## config.mk

```make
export PLATFORM = sky130hd
export DESIGN_NAME = coin_sync_gen
export DESIGN_NICKNAME = d
export VERILOG_FILES = /design/src/rtl/coin_sync_pkg.sv /design/src/rtl/coin_sync_dp.sv /design/src/rtl/coin_sync_ctl.sv /design/src/rtl/coin_sync_gen.sv
export SDC_FILE = /design/constraint.sdc
export NUM_CORES = 1
export LEC_CHECK = 0
export ABC_AREA = 1
export CAP_MARGIN = 20
export CORE_MARGIN = 3
export CORE_UTILIZATION = 65
export DETAILED_ROUTE_END_ITERATION = 7
export PLACE_DENSITY = 0.84
export SETUP_SLACK_MARGIN = 0.05
export SYNTH_ARGS = -nofsm -noshare
export SYNTH_HDL_FRONTEND = slang
export SYNTH_HIERARCHICAL = 1
export SYNTH_SLANG_ARGS = --single-unit
```

## constraint.sdc

```tcl
create_clock -name clk -period 10.9 [get_ports clk]
set_clock_uncertainty 0.2 [all_clocks]
set_input_delay 1.635 -clock clk [delete_from_list [all_inputs] [get_ports clk]]
set_output_delay 1.635 -clock clk [all_outputs]
set_load 0.005 [all_outputs]
```

## src/rtl/coin_sync_pkg.sv

```systemverilog
package coin_sync_pkg;
  // strobes from control to datapath
  typedef struct packed {
    logic restart;   // reload ratios, clear counters
    logic capture;   // store measured cycle length
    logic run;       // cycle length known, pulses allowed
  } ctlStrobe_t;
endpackage

```

## src/rtl/coin_sync_dp.sv

```systemverilog
module coin_sync_dp
  import coin_sync_pkg::*;
#(
  parameter int DIV_W = 4
) (
  input  logic             clk,
  input  logic             rstN,
  input  logic [DIV_W-1:0] divA,
  input  logic [DIV_W-1:0] divC,
  input  ctlStrobe_t       stb,
  output logic             cfgChanged,
  output logic             coincide,
  output logic             syncN
);
  localparam int CNT_W = 2 * DIV_W + 1;
  localparam int NBANK = 2;
  localparam logic [DIV_W-1:0] DONE = DIV_W'(1);
  localparam logic [CNT_W-1:0] CONE = CNT_W'(1);

  logic [DIV_W-1:0] rawDiv [NBANK];
  logic [DIV_W-1:0] effDiv [NBANK];
  logic [DIV_W-1:0] held   [NBANK];
  logic [DIV_W-1:0] phase  [NBANK];
  logic [NBANK-1:0] bankDiff;
  logic [NBANK-1:0] bankWrap;

  assign rawDiv[0] = divA;
  assign rawDiv[1] = divC;

  for (genvar g = 0; g < NBANK; g++) begin : gBank
    assign effDiv[g]   = (rawDiv[g] == '0) ? DONE : rawDiv[g];
    assign bankDiff[g] = (effDiv[g] != held[g]);
    assign bankWrap[g] = (phase[g] == held[g] - DONE);

    always_ff @(posedge clk) begin
      if (!rstN) begin
        held[g]  <= '0;
        phase[g] <= '0;
      end else if (stb.restart) begin
        held[g]  <= effDiv[g];
        phase[g] <= '0;
      end else if (bankWrap[g]) begin
        phase[g] <= '0;
      end else begin
        phase[g] <= phase[g] + DONE;
      end
    end
  end

  assign cfgChanged = |bankDiff;
  assign coincide   = &bankWrap;

  logic [DIV_W-1:0] minDiv;
  logic [CNT_W-1:0] cnt, lenReg, measured, lenNext, lowStart;
  logic             syncQ;

  assign minDiv   = (held[0] < held[1]) ? held[0] : held[1];
  assign measured = cnt + CONE;
  assign lenNext  = (held[0] == held[1]) ? (measured << 1) : measured;
  assign lowStart = lenReg - CNT_W'(minDiv);

  always_ff @(posedge clk) begin
    if (!rstN) begin
      cnt    <= '0;
      lenReg <= '0;
      syncQ  <= 1'b1;
    end else if (stb.restart) begin
      cnt    <= '0;
      syncQ  <= 1'b1;
    end else begin
      if (stb.capture) begin
        lenReg <= lenNext;
        cnt    <= '0;
      end else if (stb.run && (cnt == lenReg - CONE)) begin
        cnt    <= '0;
      end else begin
        cnt    <= cnt + CONE;
      end
      syncQ <= !(stb.run && (cnt >= lowStart));
    end
  end

  assign syncN = syncQ;
endmodule

```

## src/rtl/coin_sync_ctl.sv

```systemverilog
module coin_sync_ctl
  import coin_sync_pkg::*;
(
  input  logic       clk,
  input  logic       rstN,
  input  logic       cfgChanged,
  input  logic       coincide,
  output ctlStrobe_t stb
);
  typedef enum logic {ST_MEASURE, ST_RUN} state_t;
  state_t state;

  always_comb begin
    stb.restart = cfgChanged;
    stb.capture = (state == ST_MEASURE) && coincide && !cfgChanged;
    stb.run     = (state == ST_RUN) && !cfgChanged;
  end

  always_ff @(posedge clk) begin
    if (!rstN)            state <= ST_MEASURE;
    else if (stb.restart) state <= ST_MEASURE;
    else if (stb.capture) state <= ST_RUN;
  end
endmodule

```

## src/rtl/coin_sync_gen.sv

```systemverilog
module coin_sync_gen
  import coin_sync_pkg::*;
#(
  parameter int DIV_W = 4
) (
  input  logic             clk,
  input  logic             rstN,
  input  logic [DIV_W-1:0] divA,
  input  logic [DIV_W-1:0] divC,
  output logic             syncN
);
  ctlStrobe_t stb;
  logic       cfgChanged;
  logic       coincide;

  coin_sync_ctl u_ctl (
    .clk        (clk),
    .rstN       (rstN),
    .cfgChanged (cfgChanged),
    .coincide   (coincide),
    .stb        (stb)
  );

  coin_sync_dp #(.DIV_W(DIV_W)) u_dp (
    .clk        (clk),
    .rstN       (rstN),
    .divA       (divA),
    .divC       (divC),
    .stb        (stb),
    .cfgChanged (cfgChanged),
    .coincide   (coincide),
    .syncN      (syncN)
  );
endmodule

```

# ---- After elaboration in Yosys (flattened, before gate mapping)
# Memory sizes are Yosys's and may differ from the RTL's.
# Cells that the tools add are included.
# W data, S select, Z words.
dict set report word_totals {
  memories 2
  ram_bits 16
  regBits 20
  elab_cells 78
}
dict set report op_classes {
  eq_ne 6
  reduce_logical 14
  mux 32
  bitwise 11
  add_sub_neg 7
  n_lt_le_gt_ge 2
}
# memory words width rd rd_clocked_by_memory_dff wr line
set mem_list {}
lappend mem_list {u_dp.held 2 4 2 0 2 coin_sync_dp.sv:22} ;# logic [DIV_W-1:0] held [NBANK];
lappend mem_list {u_dp.phase 2 4 2 0 2 coin_sync_dp.sv:23} ;# logic [DIV_W-1:0] phase [NBANK];
# cell n
set ops {}
lappend ops {{$mux W4} 11}
lappend ops {{$mux W1} 20}
lappend ops {{$eq A4 B4 Y1} 3}
lappend ops {{$add A9 B1 Y9 const B} 1}
lappend ops {{$eq A9 B9 Y1} 1}
lappend ops {{$ge A9 B9 Y1} 1}
lappend ops {{$mux W9} 1}
lappend ops {{$sub A9 B1 Y9 const B} 1}
lappend ops {{$sub A9 B4 Y9} 1}
lappend ops {{$add A4 B1 Y4 const B} 2}
lappend ops {{$logic_not A4 Y1} 2}
lappend ops {{$ne A4 B4 Y1} 2}
lappend ops {{$or A1 B1 Y1} 8}
lappend ops {{$sub A4 B1 Y4 const B} 2}
lappend ops {{$logic_and A1 B1 Y1} 5}
lappend ops {{$reduce_or A5 Y1} 1}
lappend ops {{$lt A4 B4 Y1} 1}
lappend ops {{$reduce_and A2 Y1} 2}
lappend ops {{$not A1 Y1} 3}
lappend ops {{$reduce_or A3 Y1} 1}
lappend ops {{$logic_not A1 Y1} 2}
lappend ops {{$reduce_or A2 Y1} 1}

# ---- Logic depth before layout (Yosys ltp)
# Gate-level depths: netlist of run 1.
dict set report logic_depth {
  depth_word 10
  mapped_depth 23
  depth_no_buf 23
}

# ---- By module
# The synthesis of run 1 kept the hierarchy.
# module seq_area_each_um2 cells_each area_per_inst_um2 instances
set modules_own_cells {}
lappend modules_own_cells {coin_sync_dp 860.8 362 2653.8 1}
lappend modules_own_cells {coin_sync_ctl 20.0 10 57.6 1}

# ---- Worst setup path after synthesis of run 1
# No wires, ideal clock.
dict set report synth_path {
  path_kind {register to register}
  startpoint {mem u_dp.held[1][1]}
  endpoint {reg u_dp.syncQ, in the netlist u_dp/syncN}
  slack_ps 7428
  required_ps 10573
  path_stages_with_launch 22
  synth_period_minus_slack_ps 3472
  setup_ps 127
  n_path_buf 0
  arrival_ps 3145
  path_cell_list {edfxtp_1 -> inv_1 -> ha_1 -> inv_1 -> nor2_1 -> o21ai_0 -> nand2_1 -> o21ai_0 -> ha_1 -> inv_1 -> fa_1 -> a21oi_1 -> nor2_1 -> nor2_1 -> nand2_1 -> xor2_1 -> ha_1 -> nand2_1 -> nor3_1 -> nand2_1 -> o2111ai_1 -> nand3_1}
}
# element line
set synth_rtl {}
lappend synth_rtl {{from (decl)} coin_sync_dp.sv:22}
lappend synth_rtl {{to (signal assigned)} coin_sync_dp.sv:79} ;# syncQ <= !(stb.run && (cnt >= lowStart));
lappend synth_rtl {{to (decl)} coin_sync_dp.sv:55} ;# logic syncQ;

==> run summary, run 1 <==
The number of DRC markers after the initial detailed-route iteration came out at ~150. The count of distinct cell types in the synthesized netlist came out at 32. The smallest setup slack after layout is about 7000 ps. The depth of the worst register-to-register path came out at 21. Static timing analysis puts the maximum clock frequency at approximately 240 MHz. The cell area that synthesis handed to floorplanning was ~2700 um^2.

The total routed wirelength came out at approximately 5.5 mm. The row count is 22. The critical path is of the in -> reg type. TritonCTS built the clock tree. The post-cts gate resize count is 0.

The fill cell total of the finished layout came out at 265. Using the TritonRoute via totals, the vias-per-cell ratio works out to 5.242. The total iterations of the first detailed-routing run is 4.

The static power due to leakage came out at 1.406 nW. The top-level I/O count came out at 11. The number of design rule violations left after detail routing came out at 0. The diode insertion count for antenna repair is 0.

The share of the yosys chip area belonging to registers came out at 0.3249. The yosys synthesis warning count is 6. The arrival time at the worst endpoint is 4070 ps.

The number of enable flip-flop cells after synthesis is 16. The most used flip-flop cell after synthesis is sky130_fd_sc_hd__dfxtp_1. The clock edge transition at the registers on the reported setup and hold paths came out at 70 ps. Entering global routing, the biggest net connects 13 pins. The peak fanout along the critical path is 10. STA classifies the critical path endpoint as a flop. In this run the power density over the cells is 103.9 nW/um^2. The run finished with clean final reports. The number of cells produced by synthesis is between 300 and 400. After detailed routing, the average wire length per cell comes to 12.49 um. The via count of the first global-routing pass came out at between 2000 and 2500.

After the last flow step, the layout net total stands at roughly 430. Setup repair after global routing left no endpoint under its margin. The count of final max-slew check failures is 0. In this run the critical register-to-register path is captured at u_dp/syncN. The most frequent cell on the critical path is sky130_fd_sc_hd__inv_1. The top cell type's share of synthesized area came out at 0.1772. STA classifies the critical path startpoint as a primary input. The estimated wirelength of the detail-placed design came out at ~4.4 mm. The startpoint of the worst register-to-register path is u_dp/held[1][1]. In this run the number of H-tree levels came out at 2. The synthesis-stage register bit count is 36. The overall track demand over capacity in global routing came out at 0.2372. The final period utilization came out at 0.3748.

Summed over all failing endpoints, the final setup total negative slack is 0 ps. The critical path ends at u_dp/lenReg[1]. The first-pass GRT wire length came out at 9.494 mm.

The placement-stage cell area is a little under 3000 um^2. The slowest stage of the critical path belongs to the cell sky130_fd_sc_hd__clkdlybuf4s50_1. The fraction of registers with async set or reset after synthesis came out at 0. The time the worst path needs with I/O delays and setup is 4086 ps. The most critical setup path has its startpoint at divA[2].

The total count of hold-check failures in the final report came to 0. The total via count in the routed design is 2322. The worst-skew pair later-pin latency is 290 ps. The number of antenna violations at the first check in global routing was 0. IR analysis of the VDD net gives a maximum drop of ~0.099 mV. The post-route antenna net violation count is 0. The number of I/O port buffers is 10.

The worst stage delay on the critical path came out at slightly below 500 ps. In the final layout, the share of cells above drive strength 1 is 0.05570. After clock tree synthesis, the setup repair step added 0 buffers. The area inside the core boundary is between 3000 and 4000 um^2. The die area is about 5000 um^2. The post-layout instance area came out at 2982 um^2. The number of buffers created by CTS came out at 5. The worst hold-check slack came out at 311.8 ps. Walking the worst path, the cells encountered are clkdlybuf4s50_1, inv_1, a31oi_1, xor2_1, nand4_1, nor2_1, inv_1, nor2_2, inv_2, a21oi_1, o21ai_0, o211ai_1, inv_1.

The synthesis-to-layout area growth came out at 9.968%. The worst register-to-register path has a setup slack of 6870 ps. In the post-synthesis netlist, the biggest area contributors are sky130_fd_sc_hd__edfxtp_1, sky130_fd_sc_hd__dfxtp_1, sky130_fd_sc_hd__ha_1, sky130_fd_sc_hd__nand2_1, sky130_fd_sc_hd__inv_1. The initial utilization of the core area, before any placement, comes to 0.7086. The total number of clock tree sinks came out at 36. The final weighted congestion in routability-driven placement came out at 0.8552. The total of endpoints with negative setup slack in the final report came out at 0.

The setup slack at placement came out at 6625 ps. The sum of overflow across all layers after global routing came out at 0. The die is just over 70 um wide. The average size of a mapped cell is roughly 7.3 um^2.

The root buffer cell is sky130_fd_sc_hd__clkbuf_8. The count of maximum capacitance violations is 0. STA puts the critical path data required time at approximately 11000 ps.

The path type of the worst min-delay path is reg -> reg. The post-cts hold buffer count came out at 0. The die boundary height is a little over 70 um. The top cell type by total area after synthesis is sky130_fd_sc_hd__edfxtp_1.

Counting along the longest clock path gives a buffer depth of 2.
## stage by stage
step / power [mW] / utilization / cells
after global routing: 0.3264 / 0.7793 / 443
after floorplan: 0.1958 / - / 379
after global placement: 0.2081 / 0.7541 / 435
after CTS: 0.3120 / 0.7793 / 443
final: 0.3098 / 0.7793 / 443
after detailed placement: 0.2105 / 0.7541 / 435
## Yosys cell counts, drive strengths merged, types with 2 or more instances
| cell | number |
|---|---|
| o21ai | 17 |
| nor2 | 63 |
| nand2 | 72 |
| a21oi | 18 |
| dfxtp | 20 |
| edfxtp | 16 |
| nor3 | 4 |
| inv | 62 |
| nand4 | 7 |
| o211ai | 2 |
| buf | 2 |
| ha | 24 |
| xnor2 | 16 |
| nor4 | 2 |
| xor2 | 18 |
| nand3 | 21 |
## layer usage
| layer | up-vias | global-route usage | part of all wire |
|---|---|---|---|
| met5 | - | 0 | 0 |
| met4 | 0 | 0.08768 | 0.030 |
| met3 | 19 | 0.05398 | 0.043 |
| met2 | 55 | 0.4356 | 0.50 |
| met1 | 1022 | 0.2670 | 0.42 |
| li1 | 1226 | - | - |
## report_power, final
| part | internal (mW) | switching [mW] | leakage [nW] | total, mW |
|---|---|---|---|---|
| sequential | 0.144 | 0.00374 | 0.336 | 0.147 |
| clock | 0.0517 | 0.0501 | 0.0516 | 0.102 |
| combinational | 0.0254 | 0.0352 | 1.02 | 0.0606 |
## sequential cells by signal, indices dropped and copies added (netlist names)
signal	flops
u_ctl/state	1
u_dp/cnt	9
u_dp/lenReg	9
u_dp/phase	8
u_dp/held	8
u_dp/syncN	1
## cell type report
| class | count | area (um^2) | share of cell area |
|---|---|---|---|
| clock inverter | 2 | 13.76 | 0.004616 |
| tap | 48 | 60.06 | 0.02014 |
| timing repair buffer | 10 | 100.1 | 0.03357 |
| multi-input combinational | 279 | 1612 | 0.5405 |
| clock buffer | 6 | 82.58 | 0.02770 |
| inverter | 62 | 232.7 | 0.07805 |
| sequential | 36 | 880.8 | 0.2954 |
## worst max-delay path: cells and delay by family
kind | cells | cell delay [ps]
and+or+nand+nor | 3 | 790
AOI/OAI and AO/OA | 4 | 630
xor gates and xnor gates | 1 | 190
buffers and inverters | 5 | 830
## placed cells by master, fill, tap and decap left out
master / n
sky130_fd_sc_hd__o31a_1: 1
sky130_fd_sc_hd__a31oi_1: 1
sky130_fd_sc_hd__o21ai_1: 1
sky130_fd_sc_hd__nor2_2: 5
sky130_fd_sc_hd__nor3_2: 1
sky130_fd_sc_hd__nand4_1: 7
sky130_fd_sc_hd__o2111ai_1: 1
sky130_fd_sc_hd__clkinv_2: 1
sky130_fd_sc_hd__nor4_1: 2
sky130_fd_sc_hd__inv_6: 1
sky130_fd_sc_hd__o211ai_1: 2
sky130_fd_sc_hd__clkdlybuf4s50_1: 10
sky130_fd_sc_hd__clkbuf_8: 6
sky130_fd_sc_hd__edfxtp_1: 16
sky130_fd_sc_hd__nand3b_1: 1
sky130_fd_sc_hd__nor2_1: 58
sky130_fd_sc_hd__a21oi_1: 18
sky130_fd_sc_hd__inv_1: 59
sky130_fd_sc_hd__nand2_1: 70
sky130_fd_sc_hd__nand3_2: 2
sky130_fd_sc_hd__inv_2: 3
sky130_fd_sc_hd__conb_1: 8
sky130_fd_sc_hd__nor3_1: 3
sky130_fd_sc_hd__nand2_4: 1
sky130_fd_sc_hd__nand2_2: 1
sky130_fd_sc_hd__xor2_1: 18
sky130_fd_sc_hd__and2_4: 1
sky130_fd_sc_hd__a211oi_1: 1
sky130_fd_sc_hd__xnor2_1: 16
sky130_fd_sc_hd__o21ai_0: 16
sky130_fd_sc_hd__dfxtp_1: 20
sky130_fd_sc_hd__ha_1: 24
sky130_fd_sc_hd__nand3_1: 19
sky130_fd_sc_hd__fa_1: 1
## worst min-delay path by stage
stage,startpoint,endpoint,slack [ps],depth (start not counted)
floorplan,u_dp/cnt[0],u_dp/cnt[0],250,1
global placement,u_ctl/state,u_ctl/state,290,2
detailed placement,u_dp/cnt[0],u_dp/cnt[0],300,1
CTS,u_dp/cnt[0],u_dp/cnt[0],320,1
global route,u_dp/cnt[0],u_dp/cnt[0],330,1
finish,u_dp/cnt[0],u_dp/cnt[0],310,1
## logic make-up after synthesis
family                   share of synthesized area
other                                     0.001383
XOR/XNOR                                    0.1098
buffers and inverters                      0.09045
AND/OR/NAND/NOR                             0.2736
AO/OA/AOI/OAI                              0.08168
adder cells (fa/ha/maj)                     0.1181
flip-flops                                  0.3249
No activity file was read; power rests on OpenSTA's default activity.
==> run 2, diff against run 1 <==
Settings changed: CORE_UTILIZATION 65 to 55, PLACE_DENSITY 0.84 to 0.76.
Clock period 10.9 ns to 3.3 ns, I/O delays scaled along.
==> run 2 against run 1 <==
The flow now finishes with violations (negative setup slack). Sequential share of layout area down 2.4 points. Clock power rose to 3.4 times the previous value. First-iteration DRC count up 52%. Via count rose by 7.2%. Clock-buffer cell count rose by 2. Utilization is 6.8 points lower. Register-to-register slack worse by 7100 ps. Die area grew 17%. Critical path depth up 8. Final cell count grew 9.9%. Global-route usage shrank 1.9 points. Total power grew to 3.5 times the previous value. Critical endpoint is now u_dp/syncN.
==> run summary, run 2 (synthesized netlist as in run 1, its figures left out) <==
The path type of the worst min-delay path is reg -> reg (unchanged). The via density per instance is 5.111 (was 5.242). The count of final max-slew check failures is 0 (unchanged).

In the finished design, the share of the clock period the worst path needs comes to 1.075. The worst-case vdd ir drop came to 0.2444 mV (was 0.09861 mV). The total number of clock tree sinks is 36 (unchanged). The number of I/O port buffers came out at 10 (unchanged). The most frequent standard cell in the layout excluding fill and tap cells is sky130_fd_sc_hd__nand2_1 (unchanged). The x dimension of the die is 76.21 um (was 70.59 um). The number of DRC markers after the initial detailed-route iteration is 233 (was 153). The clock tree from TritonCTS was built (unchanged). The row count is 24 (was 22).

The number of buffers created by CTS is 5 (unchanged). The worst hold-check slack came out at 312.1 ps (was 311.8 ps). Subtracting the final worst setup slack from the clock period gives between 3000 and 4000 ps.

The largest net degree at the start of global routing is 12 (was 13). The synthesis-to-layout area growth is 19.66% (was 9.968%). The arrival time at the worst endpoint was 3520 ps (was 4070 ps). The post-route antenna net violation count is 0 (unchanged). The post-layout net count is 456 (was 429). Setup repair after global routing missed its margin: true (was false). The critical path launch point type is a flop (was primary input). The root buffer cell is sky130_fd_sc_hd__clkbuf_8 (unchanged).

The smallest setup slack after layout came out at -247.5 ps (was 6814 ps). The diode insertion count for antenna repair came to 0 (unchanged). The first-pass GRT wire length came out at 10.36 mm (was 9.494 mm). The post-cts hold buffer count is 0 (unchanged). The non-filler instance count after layout came out at 487 (was 443).

The total routed wirelength is 6.029 mm (was 5.534 mm). The fill cell total of the finished layout is 388 (was 265). The total iterations of the first detailed-routing run came out at 5 (was 4). The overall power was 1.089 mW (was 0.3098 mW). The sum of overflow across all layers after global routing is 0 (unchanged).

The die area is 5808 um^2 (was 4982 um^2). Highest-count cells in the layout ignoring fill and taps: sky130_fd_sc_hd__nand2_1, sky130_fd_sc_hd__inv_1, sky130_fd_sc_hd__nor2_1 (unchanged). The checks that failed: negative setup slack. The post-detailed-route wirelength per cell came out at 12.38 um (was 12.49 um).

The part of the power in combinational logic was 0.238 (was 0.196). The starting density of the core came to 0.5940 (was 0.7086). The part of the power in registers came out at 0.442 (was 0.476).

Run status: finished with violations (was finished, final reports clean). The die boundary height is 76.21 um (was 70.59 um). The total via count in the routed design came out at 2489 (was 2322). The area of combinational cells with multiple inputs is 1647 um^2 (was 1612 um^2). The internal portion of total power was 0.7880 mW (was 0.2208 mW). The clock edge transition at the registers on the reported setup and hold paths is 80 ps (was 70 ps). The power share of the clock group is 0.320 (was 0.328). The register area came to 880.8 um^2 (unchanged). The count of maximum capacitance violations came out at 0 (unchanged).

The peak fanout along the critical path is 6 (was 10). The cell count after placement came out at 474 (was 435). The overall track demand over capacity in global routing came out at 0.2184 (was 0.2372). The final weighted congestion in routability-driven placement was 0.8655 (was 0.8552). The highest achievable clock rate came out at roughly 280 MHz.

The total count of hold-check failures in the final report was 0 (unchanged). The number of levels in the clock H-tree is 2 (unchanged). The critical path endpoint category is a flop (unchanged). The maximum root-to-sink buffer count was 2 (unchanged). The setup slack at placement came out at -274.3 ps (was 6625 ps). The total of endpoints with negative setup slack in the final report is 1 (was 0).

The static power due to leakage is 1.550 nW (was 1.406 nW). The number of design rule violations left after detail routing came to 0 (unchanged). The top-level I/O count came out at 11 (unchanged). The fraction of the core area covered by cells at the end of the flow is 0.7108 (was 0.7793). The worst-skew pair later-pin latency came out at 290 ps (about the same). Biggest regs: u_dp/cnt x9, u_dp/lenReg x9 (unchanged).

The power per unit of standard cell area was 335.8 nW/um^2 (was 103.9 nW/um^2). The number of antenna violations at the first check in global routing is 0 (unchanged). The share of cells above drive strength 1 came to 0.1374 (was 0.05570).

The switching share of power came to 0.2767 (was 0.2873). The required time at the endpoint of the critical path is 3270 ps (was 10890 ps). The via count of the first global-routing pass is 2322 (was 2228). The estimated wirelength of the detail-placed design is 4.748 mm (was 4.436 mm). The power dissipated by switching net loads came out at 0.3014 mW (was 0.08901 mW).

The area inside the core boundary is 4564 um^2 (was 3826 um^2). The path type of the worst setup path is reg -> reg (was in -> reg).
## run 2: cell count changes in the layout (fill, tap and decap cells not counted), sizes merged
cell,before,now
clkbuf,6,8
clkinv,1,0
inv,63,62
buf,0,27
## run 2: power by group through the flow
stage                     sequential (mW)  combinational (mW)  clock, mW
after global placement              0.492               0.233          0
after CTS                           0.482               0.251      0.359
final                               0.482               0.259      0.349
after global routing                0.483               0.295      0.384
after detailed placement            0.492               0.238          0
after floorplan                     0.494               0.156          0
## run 2: final timing paths
path	startpoint	end	slack (ps)	cells after the start
worst min register to register	u_ctl/state	u_ctl/state	310	2
worst max-delay path	u_dp/held[1][1]	u_dp/syncN	-250	21
worst min-delay path	u_ctl/state	u_ctl/state	310	2
worst max register to register	u_dp/held[1][1]	u_dp/syncN	-250	21
## run 2: worst max-delay path: stages, from the launching register on
cell	delay [ps]
sky130_fd_sc_hd__edfxtp_1	420
sky130_fd_sc_hd__inv_2	80
sky130_fd_sc_hd__ha_1	240
sky130_fd_sc_hd__inv_1	70
sky130_fd_sc_hd__nor2_1	50
sky130_fd_sc_hd__o21ai_1	180
sky130_fd_sc_hd__nand2_2	130
sky130_fd_sc_hd__o21ai_2	150
sky130_fd_sc_hd__ha_1	140
sky130_fd_sc_hd__inv_1	70
sky130_fd_sc_hd__fa_2	350
sky130_fd_sc_hd__a21oi_2	120
sky130_fd_sc_hd__nor2_1	70
sky130_fd_sc_hd__nor2_1	120
sky130_fd_sc_hd__nand2_1	80
sky130_fd_sc_hd__xor2_1	140
sky130_fd_sc_hd__ha_1	310
sky130_fd_sc_hd__nand2_1	70
sky130_fd_sc_hd__nor3_2	120
sky130_fd_sc_hd__nand2_1	80
sky130_fd_sc_hd__o2111ai_2	170
sky130_fd_sc_hd__nand3_1	90
## run 2: cell type report
class | count | area share
clock buffer | 8 | 0.03085
sequential | 36 | 0.2715
inverter | 62 | 0.07173
tap | 65 | 0.02507
multi-input combinational | 279 | 0.5075
timing repair buffer | 37 | 0.09333
## run 2: what timing repair did
action / in CTS / in global routing
setup endpoints to repair: 1 / 1
pin swaps: 4 / 2
gates resized for setup: 4 / 6
buffers inserted: 3 / 2
endpoints found under the hold margin: 0 / 0
## run 2: per-layer routing
| metal | wire [um] | part of all wire | GRT usage | vias up |
|---|---|---|---|---|
| met1 | 2705 | 0.45 | 0.2935 | 1130 |
| met3 | 480 | 0.080 | 0.02837 | 5 |
| met5 | 0 | 0 | 0 | - |
| met2 | 2783 | 0.46 | 0.3664 | 71 |
| li1 | - | - | - | 1283 |
| met4 | 60 | 0.010 | 0.06341 | 0 |
## run 2: per-stage QoR
| step | setup TNS [ps] | area [um^2] |
|---|---|---|
| CTS | -202.5 | 3214 |
| finish | -247.5 | 3244 |
| global route | -495.3 | 3244 |
| floorplan | -80.04 | 2745 |
| detailed placement | -274.3 | 3079 |
| global placement | -125.3 | 3079 |
==> run 3, diff against run 2 <==
Settings changed: REMOVE_ABC_BUFFERS set to 1.
==> run 3 against run 2 <==
The run still ends with negative setup slack left. Maximum frequency down 0.16%. Global-route usage up 0.075 points. Final cell count down 1.2%. Flip-flop and latch count unchanged. Register-to-register slack about the same. Largest power group unchanged. Die area unchanged. Largest cell class unchanged.
==> run summary, run 3 (synthesized netlist as in run 1, its figures left out) <==
The number of design rule violations left after detail routing came out at 0 (unchanged). The fraction of the core area covered by cells at the end of the flow is 0.7053 (was 0.7108). The largest net degree at the start of global routing is 13 (was 12). The post-cts hold buffer count is 0 (unchanged).

The highest achievable clock rate is 281.4 MHz (was 281.9 MHz). The total iterations of the first detailed-routing run is 4 (was 5). The post-layout net count is 450 (was 456). The internal portion of total power is 0.8206 mW (was 0.7880 mW). The power per unit of standard cell area came out at 350.1 nW/um^2 (was 335.8 nW/um^2).

The sum of overflow across all layers after global routing came to 0 (unchanged). The peak fanout along the critical path came to 6 (unchanged). The via count of the first global-routing pass came out at 2325 (was 2322).

The root buffer cell was sky130_fd_sc_hd__clkbuf_8 (unchanged). The total routed wirelength came out at 6.121 mm (was 6.029 mm). The synthesis-to-layout area growth is 18.74% (was 19.66%). Highest-count cells in the layout ignoring fill and taps: sky130_fd_sc_hd__nand2_1, sky130_fd_sc_hd__nor2_1, sky130_fd_sc_hd__inv_1 (was sky130_fd_sc_hd__nand2_1, sky130_fd_sc_hd__inv_1, sky130_fd_sc_hd__nor2_1).

The clock tree from TritonCTS was built (unchanged). The first-pass GRT wire length came to 10.44 mm (was 10.36 mm). The final period utilization is 1.077 (was 1.075). The x dimension of the die was 76.21 um (unchanged). The number of antenna violations at the first check in global routing came out at 0 (unchanged). The worst hold-check slack is 299.8 ps (was 312.1 ps). The total of endpoints with negative setup slack in the final report is 1 (unchanged). The die boundary height came out at 76.21 um (unchanged). The time the worst path needs with I/O delays and setup was 3553 ps (was 3548 ps). The switching share of power came out at 0.2719 (was 0.2767). The most frequent standard cell in the layout excluding fill and tap cells was sky130_fd_sc_hd__nand2_1 (unchanged).

The path type of the worst min-delay path was reg -> reg (unchanged). The number of I/O port buffers is 10 (unchanged). The via density per instance was 5.083 (was 5.111). The total via count in the routed design is 2445 (was 2489). The worst-case vdd ir drop is 0.3509 mV (was 0.2444 mV). The overall track demand over capacity in global routing was 0.2191 (was 0.2184). The path type of the worst setup path is reg -> reg (unchanged). The row count came out at 24 (unchanged). Run status: finished with violations (unchanged). The top-level I/O count came out at 11 (unchanged).

The count of final max-slew check failures came out at 0 (unchanged). The post-route antenna net violation count is 0 (unchanged). The count of maximum capacitance violations is 0 (unchanged). The number of buffers created by CTS is 5 (unchanged). The area inside the core boundary came out at 4564 um^2 (unchanged). The critical path endpoint category is a flop (unchanged). The total count of hold-check failures in the final report is 0 (unchanged). Violated checks: negative setup slack (unchanged).

The estimated wirelength of the detail-placed design was 4.748 mm (about the same). The critical path launch point type was a flop (unchanged). The worst-skew pair later-pin latency is 290 ps (about the same). The slack of the worst reg-to-reg path was -250 ps (about the same). The clock edge transition at the registers on the reported setup and hold paths came out at 80 ps (about the same).

The part of the power in registers came out at 0.428 (was 0.442). The maximum root-to-sink buffer count came out at 2 (unchanged). The final weighted congestion in routability-driven placement is 0.9143 (was 0.8655). The total number of clock tree sinks is 36 (unchanged). The arrival time at the worst endpoint is 3520 ps (about the same).

The power share of the clock group was 0.340 (was 0.320). The part of the power in combinational logic came to 0.232 (was 0.238). The number of DRC markers after the initial detailed-route iteration came out at 174 (was 233). The post-detailed-route wirelength per cell came out at 12.73 um (was 12.38 um). The diode insertion count for antenna repair came out at 0 (unchanged).

The die area is 5808 um^2 (unchanged). The required time at the endpoint of the critical path came to 3270 ps (about the same). The number of levels in the clock H-tree was 2 (unchanged).

The share of cells above drive strength 1 is 0.1346 (was 0.1374). The starting density of the core came out at 0.5940 (unchanged). The power dissipated by switching net loads is 0.3065 mW (was 0.3014 mW). The static power due to leakage is 1.522 nW (was 1.550 nW). Biggest regs: u_dp/cnt x9, u_dp/lenReg x9 (unchanged).

Setup repair after global routing missed its margin: true (unchanged). The smallest setup slack after layout is -253.4 ps (was -247.5 ps).
[run 3: final cells by class]
class	count	area (um^2)
Clock inverter	3	41.29
Tap cell	65	81.33
Sequential cell	36	880.8
Inverter	62	232.7
Timing Repair Buffer	31	257.7
Clock buffer	5	68.82
Fill cell	391	1345
Multi-Input combinational cell	279	1657
[run 3: timing repair]
action	in CTS	in global routing
setup endpoints to repair	1	1
pin swaps	1	2
setup buffers	1	0
gates resized for setup	10	7
[run 3: worst paths after layout]
kind,cells after the start,start,endpoint
setup / recovery,21,u_dp/held[0][2],u_dp/syncN
hold reg to reg,2,u_ctl/state,u_ctl/state
setup reg to reg,21,u_dp/held[0][2],u_dp/syncN
hold / removal,2,u_ctl/state,u_ctl/state
[run 3: per-layer routing]
metal,vias up,global-route usage,wire length (um)
met3,8,0.03783,411
met1,1115,0.3083,2842
met4,0,0.06522,82
met5,-,0,0
met2,56,0.3436,2784
li1,1266,-,-
[run 3: power by group through the flow]
| stage | combinational [mW] | sequential (mW) | clock, mW |
|---|---|---|---|
| floorplan | 0.152 | 0.493 | 0 |
| global placement | 0.231 | 0.491 | 0 |
| detailed placement | 0.238 | 0.492 | 0 |
| CTS | 0.252 | 0.482 | 0.397 |
| global route | 0.292 | 0.484 | 0.414 |
| finish | 0.261 | 0.482 | 0.384 |
[run 3: metrics by stage]
step / setup TNS (ps) / std cells / instance area (um^2) / setup WS (ps) / power, mW
after global placement: -241.4 / 472 / 3057 / -241.4 / 0.7227
after CTS: -146.7 / 481 / 3188 / -146.7 / 1.131
final: -253.4 / 481 / 3219 / -253.4 / 1.127
after global routing: -440.4 / 481 / 3219 / -440.4 / 1.190
after floorplan: -172.4 / 377 / 2725 / -172.4 / 0.6454
after detailed placement: -384.5 / 472 / 3057 / -384.5 / 0.7297
[run 3: critical path: stages (launching register included)]
cell and delay (ps):
sky130_fd_sc_hd__edfxtp_1 430, sky130_fd_sc_hd__ha_1 320, sky130_fd_sc_hd__nand2_1 60, sky130_fd_sc_hd__inv_1 90, sky130_fd_sc_hd__o21ai_1 90, sky130_fd_sc_hd__nand2_2 130
sky130_fd_sc_hd__nand2_1 80, sky130_fd_sc_hd__o21ai_2 60, sky130_fd_sc_hd__ha_2 180, sky130_fd_sc_hd__inv_2 40, sky130_fd_sc_hd__fa_2 350, sky130_fd_sc_hd__a21oi_2 130
sky130_fd_sc_hd__nor2_1 60, sky130_fd_sc_hd__nor2_1 120, sky130_fd_sc_hd__nand2_1 80, sky130_fd_sc_hd__xor2_1 150, sky130_fd_sc_hd__ha_1 320, sky130_fd_sc_hd__nand2_1 80
sky130_fd_sc_hd__nor3_2 150, sky130_fd_sc_hd__nand2_1 90, sky130_fd_sc_hd__o2111ai_2 160, sky130_fd_sc_hd__nand3_1 80
